===== src/rtl/ep_hs_pkg.sv =====
package ep_hs_pkg;
    localparam int EP_W  = 3;
    localparam int N_EP  = 1 << EP_W;
    localparam int DW    = 8;
    localparam int AW    = EP_W + 2;
    localparam int SFW   = 4;

    localparam int C_ARM    = 0;
    localparam int C_EN     = 1;
    localparam int C_DIROUT = 2;
    localparam int C_NAKIE  = 3;
    localparam int C_ISO    = 4;
    localparam int C_STALL  = 5;
    localparam logic [DW-1:0] CTRL_MASK = 8'h3F;

    localparam int F_SETUP = 0;
    localparam int F_INX   = 1;
    localparam int F_OUTX  = 2;
    localparam int F_NAK   = 3;

    typedef enum logic [1:0] {
        TK_NONE  = 2'd0,
        TK_OUT   = 2'd1,
        TK_IN    = 2'd2,
        TK_SETUP = 2'd3
    } tok_e;

    typedef enum logic [1:0] {
        HS_NONE  = 2'd0,
        HS_ACK   = 2'd1,
        HS_NAK   = 2'd2,
        HS_STALL = 2'd3
    } hs_e;

    typedef enum logic {
        ST_IDLE = 1'b0,
        ST_XFER = 1'b1
    } st_e;
endpackage


===== src/rtl/ep_hs_regs.sv =====
module ep_hs_regs
    import ep_hs_pkg::*;
(
    input  logic                     clk,
    input  logic                     rst_n,
    input  logic                     wr,
    input  logic [AW-1:0]            addr,
    input  logic [DW-1:0]            wdata,
    output logic [DW-1:0]            rdata,
    input  logic                     evt_valid,
    input  logic [EP_W-1:0]          evt_ep,
    input  logic [SFW-1:0]           evt_flags,
    input  logic                     arm_clr,
    input  logic [EP_W-1:0]          arm_ep,
    output logic [N_EP-1:0][DW-1:0]  ctrl,
    output logic                     irq
);
    localparam logic [AW-1:0] A_DIE  = AW'(2 * N_EP);
    localparam logic [AW-1:0] A_DFLG = AW'(2 * N_EP + 1);

    logic [N_EP-1:0][SFW-1:0] stat;
    logic [N_EP-1:0]          dev_ie;
    logic [N_EP-1:0]          dev_flag;
    logic [N_EP-1:0]          nak_ie;

    for (genvar i = 0; i < N_EP; i++) begin : g_ep
        logic hit_c, hit_s, hit_e;
        assign hit_c = wr && (addr == AW'(i));
        assign hit_s = wr && (addr == AW'(N_EP + i));
        assign hit_e = evt_valid && (evt_ep == EP_W'(i));
        assign nak_ie[i] = ctrl[i][C_NAKIE];

        always_ff @(posedge clk) begin
            if (!rst_n) begin
                ctrl[i] <= '0;
                stat[i] <= '0;
            end else begin
                if (hit_c)
                    ctrl[i] <= wdata & CTRL_MASK;
                if (arm_clr && arm_ep == EP_W'(i))
                    ctrl[i][C_ARM] <= 1'b0;
                stat[i] <= (stat[i] & ~(hit_s ? wdata[SFW-1:0] : '0))
                         | (hit_e ? evt_flags : '0);
            end
        end

        always_ff @(posedge clk) begin
            if (!rst_n)
                dev_flag[i] <= 1'b0;
            else if (hit_e && evt_flags[F_NAK])
                dev_flag[i] <= 1'b1;
            else if (wr && addr == A_DFLG && wdata[i])
                dev_flag[i] <= 1'b0;
        end
    end

    always_ff @(posedge clk) begin
        if (!rst_n)
            dev_ie <= '0;
        else if (wr && addr == A_DIE)
            dev_ie <= wdata[N_EP-1:0];
    end

    always_comb begin
        rdata = '0;
        if (addr < AW'(N_EP))
            rdata = ctrl[addr[EP_W-1:0]];
        else if (addr < AW'(2 * N_EP))
            rdata = DW'(stat[addr[EP_W-1:0]]);
        else if (addr == A_DIE)
            rdata = DW'(dev_ie);
        else if (addr == A_DFLG)
            rdata = DW'(dev_flag);
    end

    assign irq = |(dev_flag & dev_ie & nak_ie);


    arm_clear_chk: assert property (@(posedge clk) disable iff (!rst_n)
        arm_clr |=> !ctrl[$past(arm_ep)][C_ARM]);


    nak_devflag_chk: assert property (@(posedge clk) disable iff (!rst_n)
        (evt_valid && evt_flags[F_NAK]) |=> dev_flag[$past(evt_ep)]);


    reserved_zero_chk: assert property (@(posedge clk) disable iff (!rst_n)
        (addr < AW'(N_EP)) |-> (rdata[DW-1:6] == '0));
endmodule


===== src/rtl/ep_hs_fsm.sv =====
module ep_hs_fsm
    import ep_hs_pkg::*;
(
    input  logic            clk,
    input  logic            rst_n,
    input  logic            tok_valid,
    input  logic [1:0]      tok_kind,
    input  logic [EP_W-1:0] tok_ep,
    input  logic [DW-1:0]   ep_ctrl,
    input  logic            xfer_done,
    output logic            hs_valid,
    output logic [1:0]      hs_code,
    output logic            evt_valid,
    output logic [EP_W-1:0] evt_ep,
    output logic [SFW-1:0]  evt_flags,
    output logic            arm_clr,
    output logic [EP_W-1:0] arm_ep
);
    st_e             st, st_nx;
    logic [EP_W-1:0] cur_ep;
    logic            accept, reply, go;
    hs_e             code;
    tok_e            kind;

    assign kind   = tok_e'(tok_kind);
    assign accept = tok_valid && (st == ST_IDLE) && (kind != TK_NONE)
                    && ep_ctrl[C_EN];

    always_comb begin
        reply     = 1'b0;
        go        = 1'b0;
        code      = HS_NONE;
        evt_flags = '0;
        if (accept) begin
            reply = 1'b1;
            if (kind == TK_SETUP) begin
                code = HS_ACK;
                go   = 1'b1;
                evt_flags[F_SETUP] = 1'b1;
            end else if (ep_ctrl[C_STALL]) begin
                code = HS_STALL;
            end else if (!ep_ctrl[C_ARM]) begin
                code = HS_NAK;
                evt_flags[F_NAK] = 1'b1;
            end else if ((kind == TK_OUT) != ep_ctrl[C_DIROUT]) begin
                code = HS_NAK;
                evt_flags[F_NAK] = 1'b1;
                if (kind == TK_IN) evt_flags[F_INX]  = 1'b1;
                else               evt_flags[F_OUTX] = 1'b1;
            end else begin
                go   = 1'b1;
                code = (ep_ctrl[C_ISO] && tok_ep != '0) ? HS_NONE : HS_ACK;
            end
        end
    end

    assign evt_valid = accept;
    assign evt_ep    = tok_ep;
    assign arm_clr   = (st == ST_XFER) && xfer_done;
    assign arm_ep    = cur_ep;

    always_comb begin
        st_nx = st;
        unique case (st)
            ST_IDLE: if (go)        st_nx = ST_XFER;
            ST_XFER: if (xfer_done) st_nx = ST_IDLE;
        endcase
    end

    always_ff @(posedge clk) begin
        if (!rst_n) st <= ST_IDLE;
        else        st <= st_nx;
    end

    always_ff @(posedge clk) begin
        if (!rst_n) begin
            hs_valid <= 1'b0;
            hs_code  <= HS_NONE;
            cur_ep   <= '0;
        end else begin
            hs_valid <= reply;
            hs_code  <= code;
            if (go) cur_ep <= tok_ep;
        end
    end


    disabled_silent_chk: assert property (@(posedge clk) disable iff (!rst_n)
        (tok_valid && !ep_ctrl[C_EN]) |=> !hs_valid);


    setup_ack_chk: assert property (@(posedge clk) disable iff (!rst_n)
        (tok_valid && st == ST_IDLE && kind == TK_SETUP && ep_ctrl[C_EN])
        |=> (hs_valid && hs_code == HS_ACK && st == ST_XFER));


    stall_pri_chk: assert property (@(posedge clk) disable iff (!rst_n)
        (tok_valid && st == ST_IDLE && ep_ctrl[C_EN] && ep_ctrl[C_STALL]
         && (kind == TK_IN || kind == TK_OUT)) |=> (hs_code == HS_STALL));


    busy_ignore_chk: assert property (@(posedge clk) disable iff (!rst_n)
        (st == ST_XFER) |=> !hs_valid);
endmodule


===== src/rtl/ep_hs_ctrl.sv =====
module ep_hs_ctrl
    import ep_hs_pkg::*;
(
    input  logic            clk,
    input  logic            rst_n,
    input  logic            tok_valid,
    input  logic [1:0]      tok_kind,
    input  logic [EP_W-1:0] tok_ep,
    input  logic            xfer_done,
    input  logic            reg_wr,
    input  logic [AW-1:0]   reg_addr,
    input  logic [DW-1:0]   reg_wdata,
    output logic [DW-1:0]   reg_rdata,
    output logic            hs_valid,
    output logic [1:0]      hs_code,
    output logic            irq
);
    logic [N_EP-1:0][DW-1:0] ctrl;
    logic                    evt_valid, arm_clr;
    logic [EP_W-1:0]         evt_ep, arm_ep;
    logic [SFW-1:0]          evt_flags;

    ep_hs_fsm u_fsm (
        .clk       (clk),
        .rst_n     (rst_n),
        .tok_valid (tok_valid),
        .tok_kind  (tok_kind),
        .tok_ep    (tok_ep),
        .ep_ctrl   (ctrl[tok_ep]),
        .xfer_done (xfer_done),
        .hs_valid  (hs_valid),
        .hs_code   (hs_code),
        .evt_valid (evt_valid),
        .evt_ep    (evt_ep),
        .evt_flags (evt_flags),
        .arm_clr   (arm_clr),
        .arm_ep    (arm_ep)
    );

    ep_hs_regs u_regs (
        .clk       (clk),
        .rst_n     (rst_n),
        .wr        (reg_wr),
        .addr      (reg_addr),
        .wdata     (reg_wdata),
        .rdata     (reg_rdata),
        .evt_valid (evt_valid),
        .evt_ep    (evt_ep),
        .evt_flags (evt_flags),
        .arm_clr   (arm_clr),
        .arm_ep    (arm_ep),
        .ctrl      (ctrl),
        .irq       (irq)
    );
endmodule


===== config.mk =====
export PLATFORM = sky130hd
export DESIGN_NAME = ep_hs_ctrl
export DESIGN_NICKNAME = d
export VERILOG_FILES = /design/src/rtl/ep_hs_pkg.sv /design/src/rtl/ep_hs_regs.sv /design/src/rtl/ep_hs_fsm.sv /design/src/rtl/ep_hs_ctrl.sv
export SDC_FILE = /design/constraint.sdc
export NUM_CORES = 1
export LEC_CHECK = 0
export BUFFER_PORTS_ARGS = -buffer_cell sky130_fd_sc_hd__buf_2
export CAP_MARGIN = 15
export CORE_MARGIN = 5
export CORE_UTILIZATION = 52
export CTS_CLUSTER_SIZE = 12
export DETAILED_ROUTE_END_ITERATION = 10
export HOLD_SLACK_MARGIN = 0.03
export PLACE_DENSITY = 0.7
export SLEW_MARGIN = 20
export SYNTH_ARGS = -nofsm -noshare
export SYNTH_HDL_FRONTEND = slang
export SYNTH_SLANG_ARGS = --single-unit
export TNS_END_PERCENT = 1

===== constraint.sdc =====
create_clock -name clk -period 3 [get_ports clk]
set_input_delay 0.3 -clock clk [delete_from_list [all_inputs] [get_ports clk]]
set_output_delay 0.3 -clock clk [all_outputs]
set_load 0.1 [all_outputs]

; ---- Yosys cells after proc, flatten, opt, wreduce, memory -nomap -nowiden
; Cells that the tools add are included.
[word_totals]
register_bits = 103
in_bits = 23
[classes]
order_cmp = 4
n_eq_ne = 35
muxes = 65
bitwise = 29
reduce_logical = 79
[ops]
columns = operator, n
row1 = $mux W4, 18
row2 = $logic_and A1 B1 Y1, 55
row3 = $bmux W8 S3, 2
row4 = $eq A5 B4 Y1 const B, 8
row5 = $mux W8, 5
row6 = $and A4 B4 Y4, 8
row7 = $not A4 Y4, 8
row8 = $or A4 B4 Y4, 8
row9 = $mux W1, 30
row10 = $eq A3 B3 Y1 const B, 8
row11 = $eq A5 B3 Y1 const B, 4
row12 = $reduce_bool A2 Y1, 9
row13 = $and A8 B8 Y8, 2
row14 = $reduce_or A2 Y1, 8
row15 = $bmux W4 S3, 1
row16 = $eq A3 B2 Y1 const B, 4
row17 = $eq A5 B2 Y1 const B, 2
row18 = $eq A5 B5 Y1 const B, 2
row19 = $mux W3, 3
row20 = $lt A3 B4 Y1 const B, 2
row21 = $mux W2, 4
row22 = $reduce_or A8 Y1, 1
row23 = $eq A3 B1 Y1 const B, 2
row24 = $logic_not A3 Y1, 2
row25 = 13 further kinds, 16

; ---- Depth between registers and ports, before layout
[depth]
depth_word = 10
ltp_mapped = 8
mapped_depth_nobuf = 5

; ---- Cells and area by module
; Synthesis repeated with hierarchy kept, for this count alone.
[hier_totals]
hier_cells = 639
hier_area_um2 = 5898.2
[by_module_without_submodules]
columns = mod, instances, cells_per_inst, area_each_um2, seq_area_each_um2
row1 = ep_hs_regs, 1, 562, 4964.8, 1921.8
row2 = ep_hs_ctrl, 1, 29, 550.5, 0.0
row3 = ep_hs_fsm, 1, 48, 382.9, 140.1

; ---- Worst setup path before layout
; No wires, ideal clock.
[synth_timing]
path_kind = input port to output port
startpoint = in reg_addr[1]
endpoint = out reg_rdata[0]
arrival_ns = 3.476
t_required_ns = 2.700
path_slack_ns = -0.776
path_stages = 4
n_path_buf = 1
cell_sequence = clkbuf_1 -> nor4_1 -> a22oi_1 -> o21ai_0
[synth_between]
elab_chain_len = 5
word_cells_on_any_way = 12
classes_between = order compare: 2 / eq/ne: 2 / mux: 8
[synth_lines]
columns = item, line_no
row1 = "start, declared", ep_hs_ctrl.sv:11  ; input logic [AW-1:0] reg_addr,
row2 = $eq A5 B5 Y1, ep_hs_regs.sv:72  ; else if (addr == A_DFLG)
row3 = $mux W8, ep_hs_regs.sv:72
row4 = $mux W8, ep_hs_regs.sv:70  ; else if (addr == A_DIE)
row5 = $mux W8, ep_hs_regs.sv:68  ; else if (addr < AW'(2 * N_EP))
row6 = $mux W8 *, ep_hs_regs.sv:66  ; if (addr < AW'(N_EP))
row7 = "end, declared", ep_hs_ctrl.sv:13  ; output logic [DW-1:0] reg_rdata,
; Every way passes the cells marked *; elsewhere a longest branch is shown, timed or not. The select of a mux whose other input is x is not followed.

; ---- Worst setup path in the final report
[layout_timing]
startpoint = in reg_addr[0]
endpoint = out reg_rdata[0]
; Same word-level chain as after synthesis.

==> impl_results.html <==
<table>
<tr><th>Metric</th><th>Value</th></tr>
<tr><th colspan="2">Die</th></tr>
<tr><td>I/O pin count</td><td>35</td></tr>
<tr><td>Horiz. Die Dim</td><td>114 µm</td></tr>
<tr><td>DIE AREA</td><td>12900 µm²</td></tr>
<tr><td>Height of the die</td><td>114 µm</td></tr>
<tr><td>Initial cell density of the core</td><td>around 54%</td></tr>
<tr><td>Placeable core region</td><td>~10000 µm²</td></tr>
<tr><td>Count of standard-cell rows</td><td>37</td></tr>
<tr><th colspan="2">Worst setup path</th></tr>
<tr><td>Cell type with the highest occurrence count on the critical path</td><td>buf_2</td></tr>
<tr><td>CP peak stage delay</td><td>~0.58 ns</td></tr>
<tr><td>Launching point of the worst reg2reg path</td><td>u_regs.ctrl[61]$_SDFFE_PN0P_</td></tr>
<tr><td>Worst endpoint data arrival time</td><td>2.36 ns</td></tr>
<tr><td>Worst Path Max Fanout</td><td>21</td></tr>
<tr><td>R2R cell count</td><td>5</td></tr>
<tr><td>Worst Path Required</td><td>2.70 ns</td></tr>
<tr><td>Worst Setup Start Kind</td><td>input pin</td></tr>
<tr><td>Cell type group with the largest total delay on the critical path</td><td>multiplexers</td></tr>
<tr><td>Series of cell instances along the critical path</td><td>buf_2 -&gt; mux4_2 -&gt; mux2_2 -&gt; a22oi_1 -&gt; o21ai_2 -&gt; buf_2</td></tr>
<tr><td>CP endpoint kind</td><td>primary output</td></tr>
<tr><td>Critical path class</td><td>input pin to primary output</td></tr>
<tr><td>Critical Path Slowest Stage Cell</td><td>mux4_2</td></tr>
<tr><td>Reg-to-reg slack, setup</td><td>0.52 ns</td></tr>
<tr><td>Critical path buffer and inverter count</td><td>2</td></tr>
<tr><td>Reg2Reg Capture Point</td><td>u_regs.stat[30]$_SDFF_PN0_</td></tr>
<tr><th colspan="2">Synth</th></tr>
<tr><td>Post-synthesis async set-or-reset flop share</td><td>0%</td></tr>
<tr><td>Area share of and/or/nand/nor cells after synthesis</td><td>a little under a quarter</td></tr>
<tr><td>Combined area of all synthesized cells</td><td>about 5600 µm²</td></tr>
<tr><td>Multiplexer area fraction after synthesis</td><td>between 20% and 30%</td></tr>
<tr><td>Post-Syn Nets</td><td>between 600 and 700</td></tr>
<tr><td>XOR/XNOR share of the synthesized area</td><td>less than 1%</td></tr>
<tr><td>Cells after Synth</td><td>between 600 and 700</td></tr>
<tr><td>Average cell area after synthesis</td><td>roughly 9 µm²</td></tr>
<tr><td>Post-synth EDFFs</td><td>0</td></tr>
<tr><td>Number of distinct standard cells referenced by the synthesized netlist</td><td>54</td></tr>
<tr><td>Most used flip-flop cell after synthesis</td><td>dfxtp_1</td></tr>
<tr><td>Combinational family with the most area after synthesis</td><td>simple AND/OR/NAND/NOR gates</td></tr>
<tr><td>Synthesized-area fraction occupied by ao, oa, aoi and oai cells</td><td>roughly 15%</td></tr>
<tr><td>Post-synthesis sequential area ratio</td><td>between 30% and 40%</td></tr>
<tr><td>Register bit count reported by yosys</td><td>slightly above 100</td></tr>
<tr><td>Post-synthesis share of cell area spent on full adders, half adders and majority gates</td><td>0%</td></tr>
<tr><td>Number of warning messages in the yosys log</td><td>0</td></tr>
<tr><th colspan="2">Clock tree</th></tr>
<tr><td>Number of resized instances in the post-cts repair step</td><td>0</td></tr>
<tr><td>Number of hold-repair buffers added at the cts stage</td><td>0</td></tr>
<tr><td>Clock tree root buffer cell</td><td>clkbuf_8</td></tr>
<tr><td>TritonCTS clock tree</td><td>built</td></tr>
<tr><td>Clock latency on the worst-skew pair</td><td>just under 0.4 ns</td></tr>
<tr><td>CTS H-tree depth</td><td>3</td></tr>
<tr><td>Setup fix buffers added after clock tree synthesis</td><td>0</td></tr>
<tr><td>Clock transition at the registers of the reported paths</td><td>~0.10 ns</td></tr>
<tr><td>Sink count of the clock tree</td><td>approximately 100</td></tr>
<tr><td>CTS Buffer Depth</td><td>2</td></tr>
<tr><td>TritonCTS buffer count</td><td>9</td></tr>
<tr><th colspan="2">Timing</th></tr>
<tr><td>Setup Viol. Count Final</td><td>0</td></tr>
<tr><td>Maximum clock frequency</td><td>377 MHz</td></tr>
<tr><td>Tcrit/Tclk final</td><td>88.5%</td></tr>
<tr><td>Max_slew headroom</td><td>between 20% and 30%</td></tr>
<tr><td>Worst setup skew after layout</td><td>~0.012 ns</td></tr>
<tr><td>Final Critical Period</td><td>2.66 ns</td></tr>
<tr><td>RSZ-0062 raised after global routing</td><td>no</td></tr>
<tr><td>Slew Limit Fails</td><td>0</td></tr>
<tr><td>Final-report hold violation count</td><td>0</td></tr>
<tr><td>Worst-Margin Slew</td><td>~1.1 ns</td></tr>
<tr><td>Minimum setup slack in the final design</td><td>0.344 ns</td></tr>
<tr><th colspan="2">GRT</th></tr>
<tr><td>GR met2 Demand/Resource</td><td>a little under 40%</td></tr>
<tr><td>Maximum number of pins on one net before global-route repair</td><td>between 100 and 150</td></tr>
<tr><td>Global Route met3 Usage</td><td>under 10%</td></tr>
<tr><td>Via count of the first global-routing pass</td><td>a little under 5000</td></tr>
<tr><td>Overall track demand over capacity in global routing</td><td>roughly a quarter</td></tr>
<tr><td>Aggregate global routing overflow</td><td>0</td></tr>
<tr><td>First-pass GRT wire length</td><td>about 26000 µm</td></tr>
<tr><td>Number of antenna violations at the first check in global routing</td><td>0</td></tr>
<tr><td>Global-route met1 utilization</td><td>approximately 34%</td></tr>
<tr><td>GR peak layer</td><td>met2</td></tr>
<tr><th colspan="2">Routing</th></tr>
<tr><td>Via count normalized by instance count</td><td>between 6 and 7</td></tr>
<tr><td>Detailed Route Iter0 Violations</td><td>around 470</td></tr>
<tr><td>Post-route DRC</td><td>0</td></tr>
<tr><td>First drt pass iteration count</td><td>5</td></tr>
<tr><td>Total number of vias</td><td>roughly 5000</td></tr>
<tr><td>Total wirelength of the detailed-routed design</td><td>around 16000 µm</td></tr>
<tr><td>Antenna violation net count after detailed routing</td><td>0</td></tr>
<tr><td>Wirelength per Cell</td><td>roughly 21 µm</td></tr>
<tr><th colspan="2">Power and ir drop</th></tr>
<tr><td>Leakage power</td><td>~2.1 nW</td></tr>
<tr><td>Cell Pwr Density</td><td>429 nW/µm²</td></tr>
<tr><td>Worst-case vdd ir drop</td><td>approximately 0.37 mV</td></tr>
<tr><th colspan="2">Placement</th></tr>
<tr><td>Area of placed instances</td><td>5810 µm²</td></tr>
<tr><td>Worst slack at placement</td><td>approximately 0.22 ns</td></tr>
<tr><td>RePlAce Congestion</td><td>0.885</td></tr>
<tr><td>Post-DP HPWL</td><td>between 10000 and 15000 µm</td></tr>
<tr><td>Port Buffer Count</td><td>34</td></tr>
<tr><th colspan="2">Worst hold path</th></tr>
<tr><td>Worst Min Path Start</td><td>reg_wdata[6]</td></tr>
<tr><td>WHS Path Cells</td><td>3</td></tr>
<tr><td>Class of the worst hold path</td><td>input pin to flip-flop</td></tr>
<tr><td>Terminating pin of the worst hold path</td><td>u_regs.dev_ie[6]$_SDFFE_PN0P_</td></tr>
<tr><th colspan="2">Layout</th></tr>
<tr><td>Area Overhead vs Synth</td><td>8.17%</td></tr>
<tr><td>Share of post-route cells with drive strength above 1</td><td>18.0%</td></tr>
<tr><td>Final net count</td><td>between 600 and 700</td></tr>
<tr><td>Cell area after layout</td><td>6030 µm²</td></tr>
<tr><td>Antenna cells</td><td>0</td></tr>
<tr><th colspan="2">Run</th></tr>
<tr><td>Max-cap violation count</td><td>0</td></tr>
<tr><th colspan="2">Run status</th></tr>
<tr><td>Run status</td><td>complete, no violations</td></tr>
</table>
worst max-delay path by stage:
stage                 from                          to  cells past startpoint
4_1_cts        reg_addr[0]                reg_rdata[0]                      6
2_1_floorplan  reg_addr[1]                reg_rdata[1]                      4
3_5_place_dp     tok_ep[1]  u_regs.stat[13]$_SDFF_PN0_                      6
5_1_grt        reg_addr[0]                reg_rdata[0]                      6
3_3_place_gp   reg_addr[0]                reg_rdata[0]                      6
6_report       reg_addr[0]                reg_rdata[0]                      6
report_power, final:
group          switching (mW)  internal, mW  total [mW]
clock                   0.512         0.439       0.950
sequential            0.00718          1.37        1.38
combinational           0.171        0.0821       0.253
total                   0.690          1.90        2.59
worst register-to-register path, stage by stage, from the launching register on:
cell and delay (ns):
dfxtp_1 0.35, mux4_2 0.53, mux2i_1 0.28, nor3b_1 0.40
nand3_1 0.45, o31ai_1 0.38
placed cells by master, fill, tap and decap left out, types with 4 or more instances in the layout:
cell type / synthesis / routed
nor2_1: 19 / 19
buf_2: 8 / 34
a31o_2: 4 / 4
or3_1: 4 / 4
a21oi_1: 12 / 12
o21ai_0: 14 / 8
a21boi_0: 21 / 21
a22oi_1: 13 / 13
buf_4: 0 / 13
dfxtp_1: 103 / 103
mux2_2: 13 / 13
nor2b_1: 43 / 43
a32o_1: 16 / 16
mux4_2: 25 / 25
nor3_1: 8 / 8
clkbuf_8: 0 / 11
a32oi_1: 4 / 4
nand3_1: 48 / 48
o31ai_1: 12 / 12
mux2i_1: 45 / 45
and3_1: 7 / 7
nand2_1: 89 / 89
o21ai_1: 0 / 5
inv_1: 6 / 6
sequential cells by signal, indices dropped and copies added (netlist names):
register         flops
u_regs.dev_flag      8
u_fsm.hs_valid       1
u_fsm.st             1
u_regs.stat         32
u_regs.ctrl         48
u_regs.dev_ie        8
u_fsm.arm_ep         3
u_fsm.hs_code        2
synth_stat cells (4+ instances only):
| library cell | n | area share [%] |
|---|---|---|
| mux4_2 | 25 | 10 |
| a22oi_1 | 13 | 1.8 |
| mux2_2 | 13 | 2.6 |
| inv_1 | 6 | 0.40 |
| mux2i_1 | 45 | 8.1 |
| nand3_1 | 48 | 4.3 |
| a21boi_0 | 21 | 2.8 |
| a21oi_1 | 12 | 1.1 |
| nor2_1 | 19 | 1.3 |
| buf_1 | 6 | 0.40 |
| buf_2 | 8 | 0.72 |
| o21ai_0 | 14 | 1.3 |
| a32o_1 | 16 | 2.9 |
| o31ai_1 | 12 | 1.6 |
| clkbuf_1 | 36 | 2.4 |
| or3_1 | 4 | 0.45 |
| nand2_1 | 89 | 6.0 |
| and3_1 | 7 | 0.79 |
| nor3_1 | 8 | 0.72 |
| a32oi_1 | 4 | 0.63 |
| dfxtp_1 | 103 | 37 |
| nor2b_1 | 43 | 4.8 |
| a31o_2 | 4 | 0.63 |
logic make-up after synthesis:
group | count (synthesis)
AOI/OAI and AO/OA | 112
xor gates and xnor gates | 2
buffers and inverters | 57
DFF | 103
muxes | 83
and+or+nand+nor | 249
area by class of cell:
| type | instances | area, µm² |
|---|---|---|
| Clock inverter | 5 | 65.1 |
| Fill cell | 943 | 4340 |
| Timing Repair Buffer | 47 | 268 |
| Tap cell | 136 | 170 |
| Sequential cell | 103 | 2060 |
| Clock buffer | 11 | 151 |
| Multi-Input combinational cell | 446 | 3290 |
| Inverter | 6 | 22.5 |
metal layers:
layer	routed length [µm]	part of all wire, %
met1	6600	41
met2	7340	46
met3	1510	9.5
met4	520	3.3
met5	0	0
per-stage QoR:
step                total power [mW]  TNS [ns]  hold slack, ns  utilization [%]  instances
floorplan                       1.59    -0.144           0.439                -        606
global placement                1.66         0           0.453             56.0        738
detailed placement              1.66         0           0.461             56.0        738
CTS                             2.59         0           0.197             58.1        754
global route                    2.67         0           0.217             58.1        754
finish                          2.59         0           0.199             58.1        754
Note: power is estimated with default switching activity, not from simulation.
